<file path="src/rtl/scp_pkg.sv">
package scp_pkg;

  localparam int CMD_W  = 8;
  localparam int TRIM_W = 3;

  typedef enum logic [2:0] {
    ST_IDLE,
    ST_CMD,
    ST_WR,
    ST_RD,
    ST_SKIP
  } scp_state_e;

  // Field order follows the command bit positions, MSB first.
  typedef struct packed {
    logic              sel_cont;
    logic              sel_actv;
    logic [TRIM_W-1:0] trim;
    logic              clr_cont;
    logic              clr_actv;
    logic              rd;
  } scp_cmd_t;

  function automatic scp_cmd_t scp_decode(logic [CMD_W-1:0] raw);
    return scp_cmd_t'(raw);
  endfunction

endpackage

</file>
<file path="src/rtl/scp_rst_sync.sv">
module scp_rst_sync #(
  parameter int STAGES = 2
) (
  input  logic clk_i,
  input  logic rst_ni,
  output logic rst_sync_no
);

  logic [STAGES-1:0] stage_q;

  always_ff @(posedge clk_i or negedge rst_ni) begin
    if (!rst_ni) stage_q <= '0;
    else         stage_q <= {stage_q[STAGES-2:0], 1'b1};
  end

  assign rst_sync_no = stage_q[STAGES-1];

endmodule

</file>
<file path="src/rtl/scp_sync.sv">
module scp_sync #(
  parameter int WIDTH  = 3,
  parameter int STAGES = 2
) (
  input  logic             clk_i,
  input  logic             rst_ni,
  input  logic [WIDTH-1:0] async_i,
  output logic [WIDTH-1:0] lvl_o,
  output logic [WIDTH-1:0] prev_o
);

  for (genvar g = 0; g < WIDTH; g++) begin : g_bit
    logic [STAGES-1:0] chain_q;

    always_ff @(posedge clk_i or negedge rst_ni) begin
      if (!rst_ni) chain_q <= '0;
      else         chain_q <= {chain_q[STAGES-2:0], async_i[g]};
    end

    assign lvl_o[g] = chain_q[STAGES-1];
  end

  always_ff @(posedge clk_i or negedge rst_ni) begin
    if (!rst_ni) prev_o <= '0;
    else         prev_o <= lvl_o;
  end

endmodule

</file>
<file path="src/rtl/scp_engine.sv">
module scp_engine
  import scp_pkg::*;
#(
  parameter int DATA_W = 32
) (
  input  logic              clk_i,
  input  logic              rst_ni,
  input  logic              pwr_good_i,
  input  logic              en_lvl_i,
  input  logic              sclk_lvl_i,
  input  logic              sclk_prev_i,
  input  logic              din_lvl_i,
  input  logic [DATA_W-1:0] cont_cnt_i,
  input  logic [DATA_W-1:0] actv_cnt_i,
  output logic              dout_o,
  output logic              oe_o,
  output logic [DATA_W-1:0] load_data_o,
  output logic              load_cont_o,
  output logic              load_actv_o,
  output logic              snap_o,
  output logic              clr_cont_o,
  output logic              clr_actv_o,
  output logic              trim_we_o,
  output logic [TRIM_W-1:0] trim_val_o
);

  localparam int CNT_W = $clog2(DATA_W + 1);

  scp_state_e        state_q, state_n;
  logic [CNT_W-1:0]  bit_q, bit_n;
  logic [CMD_W-2:0]  cmd_q, cmd_n;
  logic [DATA_W-1:0] shreg_q, shreg_n;
  logic              tgt_cont_q, tgt_cont_n;
  logic              pend_cont_q, pend_cont_n;
  logic              pend_actv_q, pend_actv_n;
  logic              dout_q, dout_n;
  logic              oe_q, oe_n;
  logic              ldc_q, ldc_n, lda_q, lda_n;
  logic              snap_q, snap_n;
  logic              clrc_q, clrc_n, clra_q, clra_n;
  logic              trim_we_q, trim_we_n;
  logic [TRIM_W-1:0] trim_q, trim_n;

  logic     active, sclk_rise, sclk_fall;
  scp_cmd_t dec;

  assign active    = en_lvl_i & pwr_good_i;
  assign sclk_rise = sclk_lvl_i & ~sclk_prev_i;
  assign sclk_fall = ~sclk_lvl_i & sclk_prev_i;
  assign dec       = scp_decode({din_lvl_i, cmd_q});

  always_comb begin
    state_n     = state_q;
    bit_n       = bit_q;
    cmd_n       = cmd_q;
    shreg_n     = shreg_q;
    tgt_cont_n  = tgt_cont_q;
    pend_cont_n = pend_cont_q;
    pend_actv_n = pend_actv_q;
    dout_n      = dout_q;
    oe_n        = oe_q & ~sclk_lvl_i;
    ldc_n       = 1'b0;
    lda_n       = 1'b0;
    snap_n      = 1'b0;
    clrc_n      = 1'b0;
    clra_n      = 1'b0;
    trim_we_n   = 1'b0;
    trim_n      = trim_q;

    unique case (state_q)
      ST_IDLE: begin
        if (active) begin
          state_n     = ST_CMD;
          bit_n       = '0;
          pend_cont_n = 1'b0;
          pend_actv_n = 1'b0;
        end
      end
      ST_CMD: begin
        if (sclk_rise) begin
          cmd_n = {din_lvl_i, cmd_q[CMD_W-2:1]};
          bit_n = bit_q + 1'b1;
          if (bit_q == CNT_W'(CMD_W - 1)) begin
            bit_n = '0;
            if (dec.sel_cont && dec.sel_actv) begin
              trim_we_n = 1'b1;
              trim_n    = dec.trim;
              state_n   = ST_SKIP;
            end else if (dec.sel_cont || dec.sel_actv) begin
              tgt_cont_n = dec.sel_cont;
              if (dec.rd) begin
                shreg_n = dec.sel_cont ? cont_cnt_i : actv_cnt_i;
                snap_n  = 1'b1;
                state_n = ST_RD;
              end else begin
                state_n = ST_WR;
              end
            end else begin
              pend_cont_n = dec.clr_cont;
              pend_actv_n = dec.clr_actv;
              state_n     = ST_SKIP;
            end
          end
        end
      end
      ST_WR: begin
        if (sclk_rise) begin
          shreg_n = {din_lvl_i, shreg_q[DATA_W-1:1]};
          bit_n   = bit_q + 1'b1;
          if (bit_q == CNT_W'(DATA_W - 1)) begin
            ldc_n   = tgt_cont_q;
            lda_n   = ~tgt_cont_q;
            state_n = ST_SKIP;
          end
        end
      end
      ST_RD: begin
        if (sclk_fall) begin
          if (bit_q == CNT_W'(DATA_W)) begin
            oe_n    = 1'b0;
            state_n = ST_SKIP;
          end else begin
            dout_n  = shreg_q[0];
            shreg_n = {1'b0, shreg_q[DATA_W-1:1]};
            oe_n    = 1'b1;
            bit_n   = bit_q + 1'b1;
          end
        end
      end
      ST_SKIP: begin
      end
      default: state_n = ST_IDLE;
    endcase

    // Leaving the transaction overrides everything decided above.
    if (!active) begin
      state_n   = ST_IDLE;
      oe_n      = 1'b0;
      ldc_n     = 1'b0;
      lda_n     = 1'b0;
      snap_n    = 1'b0;
      trim_we_n = 1'b0;
      trim_n    = trim_q;
      if (state_q == ST_SKIP && pwr_good_i) begin
        clrc_n = pend_cont_q;
        clra_n = pend_actv_q;
      end
      pend_cont_n = 1'b0;
      pend_actv_n = 1'b0;
    end
  end

  always_ff @(posedge clk_i or negedge rst_ni) begin
    if (!rst_ni) begin
      state_q     <= ST_IDLE;
      bit_q       <= '0;
      cmd_q       <= '0;
      shreg_q     <= '0;
      tgt_cont_q  <= 1'b0;
      pend_cont_q <= 1'b0;
      pend_actv_q <= 1'b0;
      dout_q      <= 1'b0;
      oe_q        <= 1'b0;
      ldc_q       <= 1'b0;
      lda_q       <= 1'b0;
      snap_q      <= 1'b0;
      clrc_q      <= 1'b0;
      clra_q      <= 1'b0;
      trim_we_q   <= 1'b0;
      trim_q      <= '0;
    end else begin
      state_q     <= state_n;
      bit_q       <= bit_n;
      cmd_q       <= cmd_n;
      shreg_q     <= shreg_n;
      tgt_cont_q  <= tgt_cont_n;
      pend_cont_q <= pend_cont_n;
      pend_actv_q <= pend_actv_n;
      dout_q      <= dout_n;
      oe_q        <= oe_n;
      ldc_q       <= ldc_n;
      lda_q       <= lda_n;
      snap_q      <= snap_n;
      clrc_q      <= clrc_n;
      clra_q      <= clra_n;
      trim_we_q   <= trim_we_n;
      trim_q      <= trim_n;
    end
  end

  assign dout_o      = dout_q;
  assign oe_o        = oe_q;
  assign load_data_o = shreg_q;
  assign load_cont_o = ldc_q;
  assign load_actv_o = lda_q;
  assign snap_o      = snap_q;
  assign clr_cont_o  = clrc_q;
  assign clr_actv_o  = clra_q;
  assign trim_we_o   = trim_we_q;
  assign trim_val_o  = trim_q;

endmodule

</file>
<file path="src/rtl/serial_cmd_port.sv">
module serial_cmd_port
  import scp_pkg::*;
#(
  parameter int DATA_W      = 32,
  parameter int SYNC_STAGES = 2
) (
  input  logic              clk_i,
  input  logic              rst_ni,
  input  logic              pwr_good_i,
  input  logic              ser_en_i,
  input  logic              ser_clk_i,
  input  logic              ser_dat_i,
  output logic              ser_dat_o,
  output logic              ser_dat_oe_o,
  input  logic [DATA_W-1:0] cont_cnt_i,
  input  logic [DATA_W-1:0] actv_cnt_i,
  output logic [DATA_W-1:0] load_data_o,
  output logic              load_cont_o,
  output logic              load_actv_o,
  output logic              snap_o,
  output logic              clr_cont_o,
  output logic              clr_actv_o,
  output logic              trim_we_o,
  output logic [TRIM_W-1:0] trim_val_o
);

  localparam int N_SER = 3;

  logic             rst_sn;
  logic [N_SER-1:0] ser_lvl, ser_prev;
  logic             en_lvl, sclk_lvl, sclk_prev, din_lvl;

  scp_rst_sync #(.STAGES(SYNC_STAGES)) u_rst_sync (
    .clk_i       (clk_i),
    .rst_ni      (rst_ni),
    .rst_sync_no (rst_sn)
  );

  scp_sync #(.WIDTH(N_SER), .STAGES(SYNC_STAGES)) u_sync (
    .clk_i   (clk_i),
    .rst_ni  (rst_sn),
    .async_i ({ser_dat_i, ser_clk_i, ser_en_i}),
    .lvl_o   (ser_lvl),
    .prev_o  (ser_prev)
  );

  assign en_lvl    = ser_lvl[0];
  assign sclk_lvl  = ser_lvl[1];
  assign sclk_prev = ser_prev[1];
  assign din_lvl   = ser_lvl[2];

  scp_engine #(.DATA_W(DATA_W)) u_engine (
    .clk_i       (clk_i),
    .rst_ni      (rst_sn),
    .pwr_good_i  (pwr_good_i),
    .en_lvl_i    (en_lvl),
    .sclk_lvl_i  (sclk_lvl),
    .sclk_prev_i (sclk_prev),
    .din_lvl_i   (din_lvl),
    .cont_cnt_i  (cont_cnt_i),
    .actv_cnt_i  (actv_cnt_i),
    .dout_o      (ser_dat_o),
    .oe_o        (ser_dat_oe_o),
    .load_data_o (load_data_o),
    .load_cont_o (load_cont_o),
    .load_actv_o (load_actv_o),
    .snap_o      (snap_o),
    .clr_cont_o  (clr_cont_o),
    .clr_actv_o  (clr_actv_o),
    .trim_we_o   (trim_we_o),
    .trim_val_o  (trim_val_o)
  );

endmodule

</file>
<file path="config.mk">
export PLATFORM = sky130hd
export DESIGN_NAME = serial_cmd_port
export DESIGN_NICKNAME = d
export VERILOG_FILES = /design/src/rtl/scp_pkg.sv /design/src/rtl/scp_rst_sync.sv /design/src/rtl/scp_sync.sv /design/src/rtl/scp_engine.sv /design/src/rtl/serial_cmd_port.sv
export SDC_FILE = /design/constraint.sdc
export NUM_CORES = 1
export LEC_CHECK = 0
export ABC_CLOCK_PERIOD_IN_PS = 2000
export BUFFER_PORTS_ARGS = -buffer_cell sky130_fd_sc_hd__buf_2
export CORE_UTILIZATION = 40
export CTS_BUF_LIST = sky130_fd_sc_hd__clkbuf_4 sky130_fd_sc_hd__clkbuf_8
export CTS_CLUSTER_DIAMETER = 100
export CTS_CLUSTER_SIZE = 20
export DETAILED_ROUTE_END_ITERATION = 10
export PLACE_DENSITY = 0.72
export SLEW_MARGIN = 10
export SYNTH_ARGS = -nofsm -noshare
export SYNTH_HDL_FRONTEND = slang
export SYNTH_SLANG_ARGS = --single-unit
</file>
<file path="constraint.sdc">
create_clock -name clk_i -period 2 [get_ports clk_i]
set_input_delay 0.1 -clock clk_i [delete_from_list [all_inputs] [get_ports clk_i]]
set_output_delay 0.1 -clock clk_i [all_outputs]
set_load 0.05 [all_outputs]
</file>
; Word level (Yosys, flattened, before mapping)
; Index checks and enable logic that the tools add are counted.
[classes]
magnitude_cmp = 0
bitwise = 9
n_eq_ne = 26
shifts = 0
n_div = 0
mux = 68
n_mul = 0
reduce_logical = 14
n_addsub = 1
[op_table]
columns = cell, count
row1 = 2-to-1 mux 32 bit, 9
row2 = one-hot mux 32 bit (3 select lines), 1
row3 = 2-to-1 mux 1 bit, 39
row4 = 2-to-1 mux 6 bit, 6
row5 = 2-to-1 mux 3 bit, 9
row6 = "!= test 3 bit, second input constant", 9
row7 = one-hot mux 6 bit (4 select lines), 1
row8 = one-hot mux 3 bit (5 select lines), 1
row9 = AND reduction 5 bit, 3
row10 = "!= test 2 x 1 -> 1 bit, second input constant", 7
row11 = AND reduction 9 bit, 1
row12 = AND reduction 7 bit, 1
row13 = "adder 6 x 1 -> 6 bit, second input constant", 1
row14 = "equality test 3 x 2 -> 1 bit, second input constant", 2
row15 = "equality test 6 x 3 -> 1 bit, second input constant", 1
row16 = "equality test 6 x 5 -> 1 bit, second input constant", 1
row17 = "equality test 6 bit, second input constant", 1
row18 = "!= test 2 bit, second input constant", 3
row19 = AND reduction 6 bit, 1
row20 = inverter 1 bit, 5
row21 = AND 1 bit, 4
row22 = one-hot mux 1 bit (2 select lines), 2
row23 = nonzero test 4 bit, 1
row24 = "equality test 3 x 1 -> 1 bit, second input constant", 1
row25 = 7 further kinds, 8
[totals]
latch_bits = 0
in_bits = 70
wordCells = 139
regBits = 72
mem_bits_rw = 0
memories = 0
romBits = 0

; Depth between registers and ports, before layout
; Gate-level depths: netlist (run 1).
[logic_depth]
word_depth = 7
mapped_depth = 9
ltp_nobuf = 7

; By module
; A second synthesis (run 1) with hierarchy kept.
[unflattened]
hier_cells = 340
hier_area_um2 = 3837.4
[modules_own_cells]
columns = mod, cells_per_inst, area_per_inst_um2, seq_area_each_um2, instances
row1 = scp_engine, 325, 3535.9, 1551.5, 1
row2 = scp_sync, 12, 247.7, 225.2, 1
row3 = scp_rst_sync, 3, 53.8, 50.0, 1

; Worst setup path before layout (run 1)
; No wires, ideal clock.
[synth_path]
path_type = flip-flop to flip-flop
from = register u_sync.g_bit[2].chain_q[1]
to = register u_engine.shreg_q[10], in the netlist u_engine.load_data_o[10]
setup_slack_ns = -0.150
synth_period_minus_slack_ns = 2.150
required_time_ns = 1.867
stages_incl_launch_ff = 10
arrival_time_ns = 2.017
path_buffers = 2
cell_sequence = dfrtp_1 clkbuf_1 inv_1 ha_1 or3b_1 o41ai_4 o211ai_4 buf_2 nand2_1 o21ai_0
[synth_between]
elab_chain_cells = 7
word_cells_on_any_way = 12
[synth_rtl]
columns = element, line
row1 = "start, declared", scp_sync.sv:13  ; logic [STAGES-1:0] chain_q;
row2 = "start signal, assigned", scp_sync.sv:17  ; else chain_q <= {chain_q[STAGES-2:0], async_i[g]};
row3 = 2-to-1 mux 32 bit, scp_engine.sv:92  ; shreg_n = dec.sel_cont ? cont_cnt_i : actv_cnt_i;
row4 = 2-to-1 mux 32 bit, scp_engine.sv:91  ; if (dec.rd) begin
row5 = 2-to-1 mux 32 bit, scp_engine.sv:89  ; end else if (dec.sel_cont || dec.sel_actv) begin
row6 = 2-to-1 mux 32 bit, scp_engine.sv:85  ; if (dec.sel_cont && dec.sel_actv) begin
row7 = 2-to-1 mux 32 bit, scp_engine.sv:83  ; if (bit_q == CNT_W'(CMD_W - 1)) begin
row8 = 2-to-1 mux 32 bit, scp_engine.sv:80  ; if (sclk_rise) begin
row9 = one-hot mux 32 bit (3 select lines), scp_engine.sv:70  ; unique case (state_q)
row10 = "end signal, assigned", scp_engine.sv:175  ; shreg_q <= shreg_n;
row11 = "end, declared", scp_engine.sv:32  ; logic [DATA_W-1:0] shreg_q, shreg_n;
; Several ways; a longest one is shown, not always the timed one. The select of a mux whose other input is x is not followed.
; A chain may end at the register's enable or synchronous reset.

; Final worst setup path (run 1)
[layout_path]
from = register u_engine.cmd_q[6]
to = register u_engine.shreg_q[28], in the netlist u_engine.load_data_o[28]
[layout_between]
elab_chain_cells = 3
word_cells_on_any_way = 5
[layout_rtl]
columns = element, line
row1 = "start, declared", scp_engine.sv:31  ; logic [CMD_W-2:0] cmd_q, cmd_n;
row2 = "start signal, assigned", scp_engine.sv:174  ; cmd_q <= cmd_n;
row3 = logical AND 1 bit / logical OR 1 bit (equally long branches), "scp_engine.sv:85, scp_engine.sv:89"
row4 = != test 2 bit (no source line) / != test 2 x 1 -> 1 bit (equally long branches), n/a
row5 = AND reduction 9 bit (no source line) *, n/a
; Mark *: on every way between the ends. The rest lies on a longest branch, timed or not.

==> results.yml, run 1 <==
outcome:
  status: "complete, no violations"
timing:
  max_freq_mhz: 503
  skew_ns: 0.0114
  tightest_slew_ns: 0.537
  min_period_ns: 1.99
  final-hold-violation-count: 0
  setup_viol: 0
  fin_crit_sh_pct: 99.4
  drv_slew: 0
  rsz0062_at_grt: "yes"
  relSlewSlack_pct: 64.2
  fin_hold_ws_ns: 0.0599
  final.setup.worst_slack_ns: 0.0115
floorplanning:
  num_rows: 34
  io_pins: 113
  die_area_mm2: 0.00935
  core_area_mm2: 0.00872
  initial_utilization_pct: 41.1
  die_h_um: 96.7
  chipWidth_um: 96.7
drt:
  dr.first_iter.drc_count: 128
  ant_nets: 0
  wire_per_inst_um: 14.3
  wl_um: 8830
  num_vias: 3142
  drtPass1Iterations: 5
  drcViolationCount: 0
  via_per_inst: 5.09
synth:
  syn_inst: 374
  synth_area_leader_cell: "dfrtp_1"
  ys_async_sr_fraction_pct: 100
  synth-seq-cells: 71
  synth_nets: 448
  synth_edf_count: 0
  syn_avg_cell_area_um2: 9.59
  seq_area_frac_synth_pct: 49.5
  syn_area_mm2: 0.00359
  synth.distinct_cells: 47
  synth_top_area_share_pct: 49.5
  synth.area.top_cells: "dfrtp_1, mux2i_1, a21oi_1, nand2_1, nor2_1"
  synth_warnings: 0
  synth_ff_type: "dfrtp_1"
worst_setup_path:
  critical_path_class: "register to register"
  start_kind: "register"
  r2r_start: "u_engine.cmd_q[6]$_DFFE_PN0P_"
  critPathRequiredTime_ns: 2.23
  path_max_fanout: 9
  arrival_ns: 2.22
  rrSetupSlack_ns: 0.01
  reg2reg_to: "u_engine.load_data_o[28]$_DFFE_PN0P_"
  worstRegToRegCells: 9
  cp-end-kind: "register"
min_path:
  hp-class: "input pin to asynchronous set/reset pin"
final_layout:
  area_delta_synth_final_pct: 36.5
  seqCellArea_mm2: 0.00178
  fin_area_mm2: 0.00489
  final_common_cell: "buf_2"
  drive_gt1_share_pct: 40.9
  diodes: 0
  fillers: 756
  most-common-layout-cells: "buf_2, dfrtp_1, nor2_1"
  multi_input_area_mm2: 0.00179
  nNetsFinal: 578
global_route:
  grtUsageTotal_pct: 18.4
  antenna_found_initial: 0
  grt_pass1_wl_um: 13900
  grt_start_max_net_pins: 56
  grt_pass1_vias: 2918
  grt-ovfl-total: 0
power_and_ir_drop:
  power_density_mw_per_mm2: 902
  peakVddDrop_uv: 418
  leakage_nw: 2.50
cts:
  htreeDepth: 3
  clock-sinks: 71
  cts_buffers: 9
  cts_tree: "yes"
  cts_max_path_buffers: 2
  clk_pin_slew_ns: 0.07
  root_buffer: "clkbuf_8"
  clk_latency_ns: 0.35
place:
  gp_congestion: 0.897
  hpwl_um: 6120
  numPortBuffers: 112
  place_ws_ns: -0.00336
  dpl_cell_area_mm2: 0.00436
job:
  cap_violations: 0
metrics by stage:
stage / power [mW] / util, % / cells / setup TNS (ns)
3_5_place_dp: 3.11 / 50.0 / 588 / -0.00336
5_1_grt: 4.63 / 56.1 / 617 / -0.850
2_1_floorplan: 2.73 / - / 374 / 0
4_1_cts: 4.37 / 53.0 / 609 / 0
6_report: 4.41 / 56.1 / 617 / 0
3_3_place_gp: 3.07 / 50.0 / 588 / 0
timing repair:
| item | CTS | global route |
|---|---|---|
| pin swaps | 1 | 8 |
| endpoints found under the hold margin | 5 | 0 |
| cloned | 0 | 5 |
| hold buffers | 4 | 0 |
| setup endpoints to repair | 2 | 39 |
| gates resized for setup | 2 | 40 |
| setup buffers | 1 | 3 |
final cells by class:
type,count,area share [%]
Sequential cell,71,36.3
Inverter,9,0.690
Multi-Input combinational cell,271,36.6
Clock buffer,10,2.68
Clock inverter,6,1.74
Tap cell,108,2.76
Timing Repair Buffer,142,19.2
flip-flops by register name (all words and copies together) (netlist names), 2 cells and up:
| signal | cells |
|---|---|
| u_engine.cmd_q | 7 |
| u_engine.state_q | 3 |
| u_rst_sync.stage_q | 2 |
| u_sync.g_bit.chain_q | 6 |
| u_engine.trim_val_o | 3 |
| u_engine.load_data_o | 32 |
| u_engine.bit_q | 6 |
metal layers:
metal	part of all wire (%)	global-route usage [%]	up-vias
met5	0	0	-
met4	2.4	6.89	0
met3	4.4	5.06	25
met2	47	28.9	97
met1	46	24.4	1466
li1	-	-	1554
report_power, final:
group / internal (mW) / switching [mW]
logic: 0.383 / 0.939
clock network: 0.712 / 0.547
registers: 1.64 / 0.191
total: 2.74 / 1.68
critical path, stage by stage, from the launching register on:
cell and delay [ns]:
dfrtp_1 0.39, inv_2 0.07, ha_4 0.16, or3b_4 0.40, o41ai_4 0.26, o211ai_4 0.13
buf_12 0.18, clkbuf_16 0.16, nand2_1 0.06, o21ai_1 0.06
how the worst max path moves through the flow:
stage	depth (start not counted)	to	slack (ns)	startpoint
2_1_floorplan	9	u_engine.load_data_o[10]$_DFFE_PN0P_	0.002	u_sync.g_bit[2].chain_q[1]$_DFF_PN0_
3_3_place_gp	8	u_engine.load_data_o[0]$_DFFE_PN0P_	0.08	u_sync.g_bit[2].chain_q[1]$_DFF_PN0_
3_5_place_dp	7	u_engine.load_data_o[2]$_DFFE_PN0P_	-0.003	u_sync.g_bit[2].chain_q[1]$_DFF_PN0_
4_1_cts	8	u_engine.load_data_o[3]$_DFFE_PN0P_	0.004	u_sync.g_bit[2].chain_q[1]$_DFF_PN0_
5_1_grt	8	u_engine.load_data_o[22]$_DFFE_PN0P_	-0.07	u_engine.cmd_q[6]$_DFFE_PN0P_
6_report	9	u_engine.load_data_o[28]$_DFFE_PN0P_	0.01	u_engine.cmd_q[6]$_DFFE_PN0P_
cell usage after synthesis, types with 2 or more instances:
library cell / number
nand4_1: 3
or3_1: 2
o21ai_1: 24
dfrtp_1: 71
o21ai_0: 21
nand3_1: 6
inv_1: 9
nor2_1: 40
ha_1: 4
buf_1: 3
o31ai_1: 4
mux2i_1: 33
buf_2: 13
nor3_1: 5
and2_1: 2
nor4_1: 2
nand2_1: 46
mux2_2: 9
a21oi_1: 38
nand2b_1: 3
nor2b_1: 4
clkbuf_1: 7
cells by family after synthesis:
logic type	count (synthesis)	synth area share, %
DFF	71	49.5
xor gates and xnor gates	1	0.244
muxes	42	12.0
other	1	0.105
adders and majority gates	4	1.40
buffers and inverters	32	3.80
and+or+nand+nor	124	16.3
AOI/OAI and AO/OA	99	16.6
(Power assumes the default switching activity.)
==> run 2, diff against run 1 <==
--- a/config.mk
+++ b/config.mk
@@ -13,6 +13,7 @@
 export CTS_CLUSTER_SIZE = 20
 export DETAILED_ROUTE_END_ITERATION = 10
 export PLACE_DENSITY = 0.72
+export RECOVER_POWER = 50
 export SLEW_MARGIN = 10
 export SYNTH_ARGS = -nofsm -noshare
 export SYNTH_HDL_FRONTEND = slang
==> results.yml, run 2 (synthesized netlist as in run 1, its figures left out) <==
place:
  numPortBuffers: 112
  gp_congestion: 0.897
  place_ws_ns: -0.00336
  hpwl_um: 6120
global_route:
  grtUsageTotal_pct: 18.4
  grt_pass1_vias: 2918
  grt_pass1_wl_um: 13900
  antenna_found_initial: 0
  grt_start_max_net_pins: 56
  grt-ovfl-total: 0
final_layout:
  final_common_cell: "buf_2"
  fillers: 758
  diodes: 0
  most-common-layout-cells: "buf_2, dfrtp_1, nor2_1"
  area_delta_synth_final_pct: 36.3
  nNetsFinal: 578
  drive_gt1_share_pct: 40.5
  largest_register_ffs: 32
timing:
  max_freq_mhz: 503
  setup_viol: 0
  rsz0062_at_grt: "yes"
  min_period_ns: 1.99
  relSlewSlack_pct: 8.82
  skew_ns: 0.0115
  final-hold-violation-count: 0
  final.setup.worst_slack_ns: 0.0117
  fin_crit_sh_pct: 99.4
  tightest_slew_ns: 1.37
  fin_tns_setup_ns: 0
  drv_slew: 0
floorplanning:
  initial_utilization_pct: 41.1
  io_pins: 113
  num_rows: 34
  core_area_mm2: 0.00872
  chipWidth_um: 96.7
  die_h_um: 96.7
  die_area_mm2: 0.00935
power_and_ir_drop:
  p_int_mw: 2.74
  pwr-share-seq_pct: 41.6
  p_sw_mw: 1.68
  p_comb_share_pct: 29.9
  leakage_nw: 2.49
  peakVddDrop_uv: 418
  p_total_mw: 4.41
  swShare_pct: 38.0
  pwr-share-clk_pct: 28.5
  power_density_mw_per_mm2: 903
worst_setup_path:
  cp-end-kind: "register"
  crit_buf_inv: 3
  critPathRequiredTime_ns: 2.23
  path_cells: "inv_2, ha_4, or3b_4, o41ai_4, o211ai_4, buf_12, clkbuf_16, nand2_1, o21ai_1"
  critical_path_class: "register to register"
  path_max_fanout: 9
  arrival_ns: 2.22
  critPathSlowestCell: "or3b_4"
  slowest_delay_ns: 0.40
  cpLargestDelayFamily: "simple AND/OR/NAND/NOR gates"
  start_kind: "register"
drt:
  drtPass1Iterations: 4
  wire_per_inst_um: 14.3
  num_vias: 3144
  wl_um: 8820
  via_per_inst: 5.10
  ant_nets: 0
  drcViolationCount: 0
  dr.first_iter.drc_count: 128
cts:
  clk_pin_slew_ns: 0.07
  root_buffer: "clkbuf_8"
  htreeDepth: 3
  clock-sinks: 71
  clk_latency_ns: 0.35
  cts_max_path_buffers: 2
  cts_tree: "yes"
  cts_buffers: 9
outcome:
  status: "complete, no violations"
min_path:
  hp-class: "input pin to asynchronous set/reset pin"
job:
  cap_violations: 0
==> run 2: changes by cell type in the layout (fill, tap and decap cells not counted), sizes merged <==
| cell | before | now |
|---|---|---|
| buf | 133 | 130 |
| clkbuf | 15 | 18 |
==> run 2: repair_timing <==
action                                  CTS  global route
pin swaps                                 1             8
hold endpoints to repair                  5             0
hold buffers                              4             0
setup buffers                             1             3
endpoints found under the setup margin    2            39
gates cloned                              0             5
resized for setup                         2            40
==> run 2: stage by stage <==
stage / area (um2) / util (%) / instances / hold WS (ns)
3_3_place_gp: 4360 / 50.0 / 588 / -0.114
6_report: 4890 / 56.0 / 617 / 0.0648
5_1_grt: 4890 / 56.0 / 617 / 0.0606
4_1_cts: 4620 / 53.0 / 609 / 0.0490
3_5_place_dp: 4360 / 50.0 / 588 / -0.109
2_1_floorplan: 3590 / - / 374 / -0.196
==> run 2: path summary, 6_finish.rpt <==
path,end,slack [ns],start,cells past startpoint
max,u_engine.load_data_o[28]$_DFFE_PN0P_,0.01,u_engine.cmd_q[6]$_DFFE_PN0P_,9
max reg2reg,u_engine.load_data_o[28]$_DFFE_PN0P_,0.01,u_engine.cmd_q[6]$_DFFE_PN0P_,9
min reg2reg,u_sync.g_bit[2].chain_q[1]$_DFF_PN0_,0.35,u_sync.g_bit[2].chain_q[0]$_DFF_PN0_,0
min,u_rst_sync.stage_q[0]$_DFF_PN0_,0.06,rst_ni,2
min in group clk_i,u_engine.load_data_o[11]$_DFFE_PN0P_,0.14,actv_cnt_i[11],5
max in group asynchronous,u_sync.g_bit[2].chain_q[1]$_DFF_PN0_,0.44,u_rst_sync.stage_q[1]$_DFF_PN0_,1
==> run 2: cell type report <==
type / instances / area, um2 / share of cell area, %
clock inverters: 6 / 85.1 / 1.74
flip-flops and latches: 71 / 1780 / 36.4
clock buffers: 10 / 131 / 2.69
multi-input cells: 271 / 1790 / 36.6
inverters: 9 / 33.8 / 0.691
well taps: 108 / 135 / 2.76
repair buffers: 142 / 933 / 19.1
==> run 2: power by group through the flow <==
stage	clock [mW]	combinational [mW]	sequential (mW)
final	1.26	1.32	1.83
after detailed placement	0	1.27	1.84
after global placement	0	1.24	1.84
after floorplan	0	0.315	2.41
after CTS	1.28	1.27	1.81
after global routing	1.36	1.41	1.86
==> run 2: worst reg2reg max path: cells and delay by family, from the launching register on <==
kind,cells,cell delay [ns]
flip-flops,1,0.39
AND/OR/NAND/NOR,2,0.46
adder cells (fa/ha/maj),1,0.16
buffers and inverters,3,0.42
AO/OA/AOI/OAI,3,0.45
==> run 2: per-layer routing <==
metal | part of all wire (%) | GRT usage [%]
met5 | 0 | 0
met1 | 46 | 24.4
met2 | 47 | 28.9
met3 | 4.4 | 5.06
met4 | 2.4 | 6.89
